**src/rtl/priv_ret_pkg.sv**
```systemverilog
package priv_ret_pkg;
  localparam int OP_N      = 4;
  localparam int OP_MRET   = 0;
  localparam int OP_SRET   = 1;
  localparam int OP_WFI    = 2;
  localparam int OP_SFENCE = 3;

  localparam logic [1:0] PRV_U = 2'd0;
  localparam logic [1:0] PRV_S = 2'd1;
  localparam logic [1:0] PRV_M = 2'd3;

  localparam int ST_SIE    = 1;
  localparam int ST_MIE    = 3;
  localparam int ST_SPIE   = 5;
  localparam int ST_MPIE   = 7;
  localparam int ST_SPP    = 8;
  localparam int ST_MPP_LO = 11;
  localparam int ST_MPP_HI = 12;
  localparam int ST_TVM    = 20;
  localparam int ST_TSR    = 22;

  localparam int CAUSE_ILLEGAL = 2;
endpackage

```
**src/rtl/priv_legal_check.sv**
```systemverilog
module priv_legal_check
  import priv_ret_pkg::*;
(
  input  logic [OP_N-1:0] op,
  input  logic [1:0]      priv,
  input  logic            tsr,
  input  logic            tvm,
  output logic            mret_ok,
  output logic            sret_ok,
  output logic            illegal
);
  logic in_m, in_s, in_u;
  logic mret_bad, sret_bad, sfence_bad;

  always_comb begin
    in_m = (priv == PRV_M);
    in_s = (priv == PRV_S);
    in_u = (priv == PRV_U);
    mret_bad   = op[OP_MRET] && !in_m;
    sret_bad   = op[OP_SRET] && (in_u || (in_s && tsr));
    sfence_bad = op[OP_SFENCE] && (in_u || (in_s && tvm));
    mret_ok    = op[OP_MRET] && !mret_bad;
    sret_ok    = op[OP_SRET] && !sret_bad;
    illegal    = mret_bad || sret_bad || sfence_bad;
  end
endmodule

```
**src/rtl/xret_stack.sv**
```systemverilog
module xret_stack
  import priv_ret_pkg::*;
#(
  parameter int XLEN       = 32,
  parameter bit IS_MACHINE = 1'b1
) (
  input  logic [XLEN-1:0] status_in,
  input  logic            umode,
  output logic [XLEN-1:0] status_out,
  output logic [1:0]      target
);
  generate
    if (IS_MACHINE) begin : g_mach
      always_comb begin
        status_out                      = status_in;
        status_out[ST_MIE]              = status_in[ST_MPIE];
        status_out[ST_MPIE]             = 1'b1;
        status_out[ST_MPP_HI:ST_MPP_LO] = umode ? PRV_U : PRV_M;
        target                          = status_in[ST_MPP_HI:ST_MPP_LO];
      end
    end else begin : g_sup
      always_comb begin
        status_out          = status_in;
        status_out[ST_SIE]  = status_in[ST_SPIE];
        status_out[ST_SPIE] = 1'b1;
        status_out[ST_SPP]  = umode ? PRV_U[0] : PRV_M[0];
        target              = status_in[ST_SPP] ? PRV_S : PRV_U;
      end
    end
  endgenerate
endmodule

```
**src/rtl/priv_ret_unit.sv**
```systemverilog
module priv_ret_unit
  import priv_ret_pkg::*;
#(
  parameter int XLEN    = 32,
  parameter int CAUSE_W = 4
) (
  input  logic               clk,
  input  logic               rst_n,
  input  logic [OP_N-1:0]    op_strobe,
  input  logic [1:0]         cur_priv,
  input  logic [XLEN-1:0]    mstatus_i,
  input  logic [XLEN-1:0]    mepc_i,
  input  logic [XLEN-1:0]    sepc_i,
  input  logic               umode_present,
  output logic               redirect_valid,
  output logic [XLEN-1:0]    redirect_pc,
  output logic [1:0]         next_priv,
  output logic [XLEN-1:0]    mstatus_o,
  output logic               mstatus_we,
  output logic               exc_valid,
  output logic [CAUSE_W-1:0] exc_cause,
  output logic [XLEN-1:0]    exc_tval,
  output logic               xret_pulse
);
  logic            mret_ok, sret_ok, illegal, any_op, ret_ok;
  logic [XLEN-1:0] m_status, s_status;
  logic [1:0]      m_target, s_target;

  logic            ret_d, exc_d;
  logic [XLEN-1:0] pc_d, st_d;
  logic [1:0]      priv_d;

  logic            ret_q, exc_q;
  logic [XLEN-1:0] pc_q, st_q;
  logic [1:0]      priv_q;

  priv_legal_check u_legal (
    .op      (op_strobe),
    .priv    (cur_priv),
    .tsr     (mstatus_i[ST_TSR]),
    .tvm     (mstatus_i[ST_TVM]),
    .mret_ok (mret_ok),
    .sret_ok (sret_ok),
    .illegal (illegal)
  );

  xret_stack #(.XLEN(XLEN), .IS_MACHINE(1'b1)) u_mstack (
    .status_in  (mstatus_i),
    .umode      (umode_present),
    .status_out (m_status),
    .target     (m_target)
  );

  xret_stack #(.XLEN(XLEN), .IS_MACHINE(1'b0)) u_sstack (
    .status_in  (mstatus_i),
    .umode      (umode_present),
    .status_out (s_status),
    .target     (s_target)
  );

  always_comb begin
    any_op = |op_strobe;
    ret_ok = mret_ok || sret_ok;
    ret_d  = ret_ok;
    exc_d  = illegal;
    pc_d   = mret_ok ? mepc_i   : sepc_i;
    st_d   = mret_ok ? m_status : s_status;
    priv_d = mret_ok ? m_target : (sret_ok ? s_target : cur_priv);
  end

  always_ff @(posedge clk or negedge rst_n) begin
    if (!rst_n) begin
      ret_q <= 1'b0;
      exc_q <= 1'b0;
    end else begin
      ret_q <= ret_d;
      exc_q <= exc_d;
    end
  end

  always_ff @(posedge clk or negedge rst_n) begin
    if (!rst_n) begin
      pc_q   <= '0;
      st_q   <= '0;
      priv_q <= PRV_M;
    end else if (any_op) begin
      pc_q   <= pc_d;
      st_q   <= st_d;
      priv_q <= priv_d;
    end
  end

  assign redirect_valid = ret_q;
  assign redirect_pc    = pc_q;
  assign next_priv      = priv_q;
  assign mstatus_o      = st_q;
  assign mstatus_we     = ret_q;
  assign xret_pulse     = ret_q;
  assign exc_valid      = exc_q;
  assign exc_cause      = CAUSE_W'(CAUSE_ILLEGAL);
  assign exc_tval       = '0;
endmodule

```
**config.mk**
```make
export PLATFORM = sky130hd
export DESIGN_NAME = priv_ret_unit
export DESIGN_NICKNAME = d
export VERILOG_FILES = /design/src/rtl/priv_ret_pkg.sv /design/src/rtl/priv_legal_check.sv /design/src/rtl/xret_stack.sv /design/src/rtl/priv_ret_unit.sv
export SDC_FILE = /design/constraint.sdc
export NUM_CORES = 1
export LEC_CHECK = 0
export BUFFER_PORTS_ARGS = -buffer_cell sky130_fd_sc_hd__buf_2
export CAP_MARGIN = 30
export CELL_PAD_IN_SITES_DETAIL_PLACEMENT = 0
export CELL_PAD_IN_SITES_GLOBAL_PLACEMENT = 2
export CORE_ASPECT_RATIO = 1.25
export CORE_UTILIZATION = 22
export CTS_CLUSTER_SIZE = 20
export DETAILED_ROUTE_END_ITERATION = 8
export GPL_ROUTABILITY_DRIVEN = 0
export GPL_TIMING_DRIVEN = 0
export PLACE_DENSITY_LB_ADDON = 0.3
export SETUP_SLACK_MARGIN = 0.3
export SYNTH_ARGS = -nofsm -noshare
export SYNTH_HDL_FRONTEND = slang
export SYNTH_SLANG_ARGS = --single-unit
```
**constraint.sdc**
```tcl
create_clock -name clk -period 0.8 [get_ports clk]
set_input_delay 0.12 -clock clk [delete_from_list [all_inputs] [get_ports clk]]
set_output_delay 0.12 -clock clk [all_outputs]
set_load 0.1 [all_outputs]
```
### Word-level counts from Yosys, hierarchy flattened

Index checks and enable logic that the tools add are counted.
Widths: inputs -> output; s select.

| word-level totals | value |
|---|---|
| register bits | 68 |
| input bits | 105 |
| word-level logic and storage cells | 31 |

| cells by class | value |
|---|---|
| equal/unequal tests | 2 |
| muxes and demuxes | 7 |
| reduce and logical (&&, ||, !) cells | 17 |

Operators with widths:

| kind | number |
|---|---|
| $mux 32 | 1 |
| $mux 13 | 1 |
| $logic_and 1x1->1 | 7 |
| $mux 2 | 3 |
| $logic_or 1x1->1 | 5 |
| $reduce_or 4->1 | 1 |
| $logic_not 1->1 | 3 |
| $eq 2x1->1 const B | 1 |
| $eq 2x2->1 const B | 1 |
| $logic_not 2->1 | 1 |
| $mux 1 | 2 |

### Longest topological paths before layout

| logic depth | value |
|---|---|
| word-level depth | 8 |
| mapped depth | 6 |

### Hierarchy

From an unflattened synthesis, not the netlist that was laid out.

| unflattened totals | value |
|---|---|
| cell total of the unflattened synthesis | 411 |
| area total of the unflattened synthesis | 4,102.7 µm² |

By module, submodules not included:

| module | instances | cells an instance | area an instance (µm²) | seq. area each (µm²) |
|---|---|---|---|---|
| priv_ret_unit | 1 | 332 | 3,535.9 | 1,704.1 |
| xret_stack (u_sstack) | 1 | 36 | 259.0 | 0.0 |
| xret_stack (u_mstack) | 1 | 35 | 255.2 | 0.0 |
| priv_legal_check | 1 | 8 | 52.6 | 0.0 |

### Worst setup path after synthesis

OpenSTA, ideal clock, no wires.

| path | value |
|---|---|
| path type | flip-flop to output port |
| start point | reg ret_q, in the netlist mstatus_we |
| end point | out redirect_valid |
| data arrival time | 1.341 ns |
| setup slack | -0.661 ns |
| cell stages (with the launch flop) | 2 |
| path buffers | 1 |
| cells stage by stage | dfrtp_1 buf_4 |

RTL lines:

| what | RTL line | RTL |
|---|---|---|
| start, declared | priv_ret_unit.sv:33 | `logic ret_q, exc_q;` |
| start signal, assigned | priv_ret_unit.sv:76 | `ret_q <= ret_d;` |
| end, declared | priv_ret_unit.sv:15 | `output logic redirect_valid,` |

No word-level cell between the ends.

### Worst setup path after layout

| path | value |
|---|---|
| start point | reg priv_q[0], in the netlist next_priv[0] |
| end point | out next_priv[0] |

RTL lines:

| what | RTL line | RTL |
|---|---|---|
| start, declared | priv_ret_unit.sv:35 | `logic [1:0] priv_q;` |
| start signal, assigned | priv_ret_unit.sv:89 | `priv_q <= priv_d;` |
| end, declared | priv_ret_unit.sv:17 | `output logic [1:0] next_priv,` |

No word-level cell between the ends.

==> impl_metrics.py <==
metrics = {
    "worst_setup_path": {
        "crit_path_start_kind": "register",
        "arrival_ns": 1.13,
        "critPathTopFamily": "flip-flops",
        "worstSetupEndpointType": "output pin",
        "cp_max_fo": 2,
        "crit_slowest_cell": "dfstp_4",
        "cp.depth": 1,
        "crit_chain": "buf_12",
        "r2r_cells": 2,
        "cp_num_buf_inv": 1,
        "regToRegSetupSlack_ns": -0.21,
        "path_class": "register to output pin",
        "max_stage_delay_ns": 0.63,
        "required_ns": 0.68,
    },
    "final_layout": {
        "syn2layout_area_growth_pct": 122,
        "drive_gt1_share_pct": 79.8,
        "multi_input_area_um2": 1640,
        "fin_cells": 738,
        "regArea_um2": 1960,
        "fillers": 1295,
        "fin_nets": 659,
        "final_core_util_pct": 50.3,
    },
    "sta": {
        "hold_viol_final": 26,
        "fin_crit_ns": 1.25,
        "rsz0062_at_grt": "yes",
        "fin_tns_setup_ns": -37.29,
        "max_freq_mhz": 797,
        "setup_ws_ns": -0.454,
        "fin_skew_ns": 0,
        "fin_hold_ws_ns": -0.290,
        "layout_worst_path_cycle_share_pct": 157,
        "maxSlewViolCount": 0,
        "setup_viol_count_final": 136,
    },
    "detailed_routing": {
        "postRouteAntennaNets": 0,
        "drt_wl_total_mm": 11.1,
        "routed_via_density": 4.07,
        "firstDrtPassIters": 8,
        "dr.first_iter.drc_count": 104,
        "route.detailed.drc": 32,
        "wl_per_cell_um": 15.0,
        "vias": 3000,
    },
    "grt": {
        "grtUsageTotal_pct": 14.3,
        "grt-ovfl-total": 0,
        "antenna_found_initial": 2,
        "grt_max_degree": 43,
        "first_global_vias": 3172,
        "grt_pass1_wl_mm": 17.0,
    },
    "power_and_ir_drop": {
        "cellLeakagePower_nw": 3.55,
        "power_density_nw_per_um2": 1860,
        "ir_drop_mv": 0.864,
    },
    "clock_network": {
        "cts_buffers": 9,
        "cts-root-buf": "clkbuf_16",
        "clk_pin_slew_ns": 0.06,
        "clock_latency_ns": 0.32,
        "clock_path_buffers": 2,
        "h-tree-depth": 3,
        "cts_tree": "yes",
        "cts_sinks": 68,
    },
    "worst_hold_path": {
        "min_path_type": "input pin to async pin",
    },
    "yosys": {
        "ys_dominant_reg_cell": "dfrtp_1",
        "yosys.area.top_type_share_pct": 50.1,
        "synthesis.area_um2": 3300,
        "ys_seq_elements": 68,
        "synth_most_common_cell": "dfrtp_1",
        "synth_cell_types": 29,
        "synthCells": 292,
        "synthTopCellsByArea": "dfrtp_1, mux2i_1, buf_4",
        "syn_avg_cell_area_um2": 11.3,
        "yosysWarnings": 0,
        "synth_edf_count": 0,
        "yosysTopAreaCell": "dfrtp_1",
        "synth_common_cells": "dfrtp_1, nand2_1, o21ai_0",
        "yosysSeqAreaShare_pct": 51.7,
        "synthArstFlopShare_pct": 100,
    },
    "place": {
        "port_buffers": 172,
        "dpl.cell_count": 678,
        "dp.final_hpwl_mm": 7.43,
        "place_ws_ns": -1.03,
    },
    "job": {
        "cap_violations": 0,
    },
    "run_status": {
        "violations": "design-rule violations, negative hold slack, negative setup slack",
        "status": "complete, but fails checks",
    },
    "floorplanning": {
        "io_pins": 211,
        "die-area_um2": 15500,
        "die_w_um": 111,
        "rows": 49,
        "die_h_um": 139,
        "start_util_pct": 22.7,
        "core_area_um2": 14500,
    },
}
-- power breakdown --
group / total [mW] / internal (mW) / switching (mW)
registers: 4.22 / 3.89 / 0.332
clock network: 3.82 / 2.35 / 1.47
logic: 5.51 / 2.00 / 3.52
total: 13.6 / 8.23 / 5.32
-- final timing paths --
path / start / end
max: next_priv[0]$_DFFE_PN1P_ / next_priv[0]
min: rst_n / mstatus_o[9]$_DFFE_PN0P_
max reg2reg: mstatus_o[23]$_DFFE_PN0P_ / mstatus_o[23]$_DFFE_PN0P_
min reg2reg: mstatus_o[20]$_DFFE_PN0P_ / mstatus_o[20]$_DFFE_PN0P_
max in group asynchronous: rst_n / next_priv[1]$_DFFE_PN1P_
min in group clk: mstatus_i[7] / mstatus_o[7]$_DFFE_PN0P_
-- cells in the final DEF, fill, tap and decap left out, types with 2 or more instances in the layout --
cell type / count
mux2i_1: 28
mux2_4: 16
o21ai_1: 19
a21oi_1: 3
clkbuf_16: 17
o22a_1: 2
o21ai_2: 21
buf_6: 11
inv_1: 3
and2_1: 2
buf_16: 5
clkinvlp_4: 2
buf_2: 100
dfstp_4: 2
a31oi_1: 2
buf_8: 14
mux2_2: 7
nand2_2: 20
clkbuf_8: 4
buf_4: 54
mux2i_4: 4
nand2_1: 10
conb_1: 36
nand2_4: 14
buf_12: 79
mux2i_2: 2
dfrtp_4: 66
-- cells by family after synthesis --
| logic type | count (synthesis) | synth area share, % |
|---|---|---|
| AOI/OAI and AO/OA | 53 | 8.92 |
| buffers and inverters | 59 | 12.1 |
| DFF | 68 | 51.7 |
| other | 2 | 0.228 |
| and+or+nand+nor | 53 | 7.06 |
| muxes | 57 | 20.0 |
-- final cells by class --
| type | count | share of cell area (%) |
|---|---|---|
| Clock buffer | 13 | 3.70 |
| Antenna cell | 1 | 0.0343 |
| Timing Repair Buffer | 217 | 34.7 |
| Clock inverter | 3 | 0.274 |
| Inverter | 4 | 0.206 |
| Buffer | 55 | 8.77 |
| Tap cell | 178 | 3.05 |
| Sequential cell | 68 | 26.8 |
| Multi-Input combinational cell | 199 | 22.5 |
-- timing repair --
action | in CTS | in global routing
setup endpoints to repair | 137 | 138
gates resized for setup | 403 | 86
gates cloned | 9 | 4
buffers inserted | 20 | 10
pin swaps | 30 | 30
hold endpoints to repair | 26 | 26
-- sequential cells by signal (all words and copies together) (netlist names) --
signal,cells
mstatus_o,32
redirect_pc,32
next_priv,2
exc_valid,1
mstatus_we,1
-- through the flow --
step	total power [mW]	area, um^2
2_1_floorplan	7.47	3710
3_3_place_gp	8.18	4800
3_5_place_dp	8.23	4830
4_1_cts	13.5	6870
5_1_grt	14.0	7300
6_report	13.6	7300
-- metal layers --
| metal | GRT usage [%] | vias up | part of all wire [%] |
|---|---|---|---|
| li1 | - | 1453 | - |
| met1 | 16.2 | 1399 | 38 |
| met2 | 25.4 | 140 | 53 |
| met3 | 4.72 | 8 | 8.6 |
| met4 | 4.27 | 0 | 1.0 |
| met5 | 0 | - | 0 |
No activity file was read; power rests on OpenSTA's default activity.
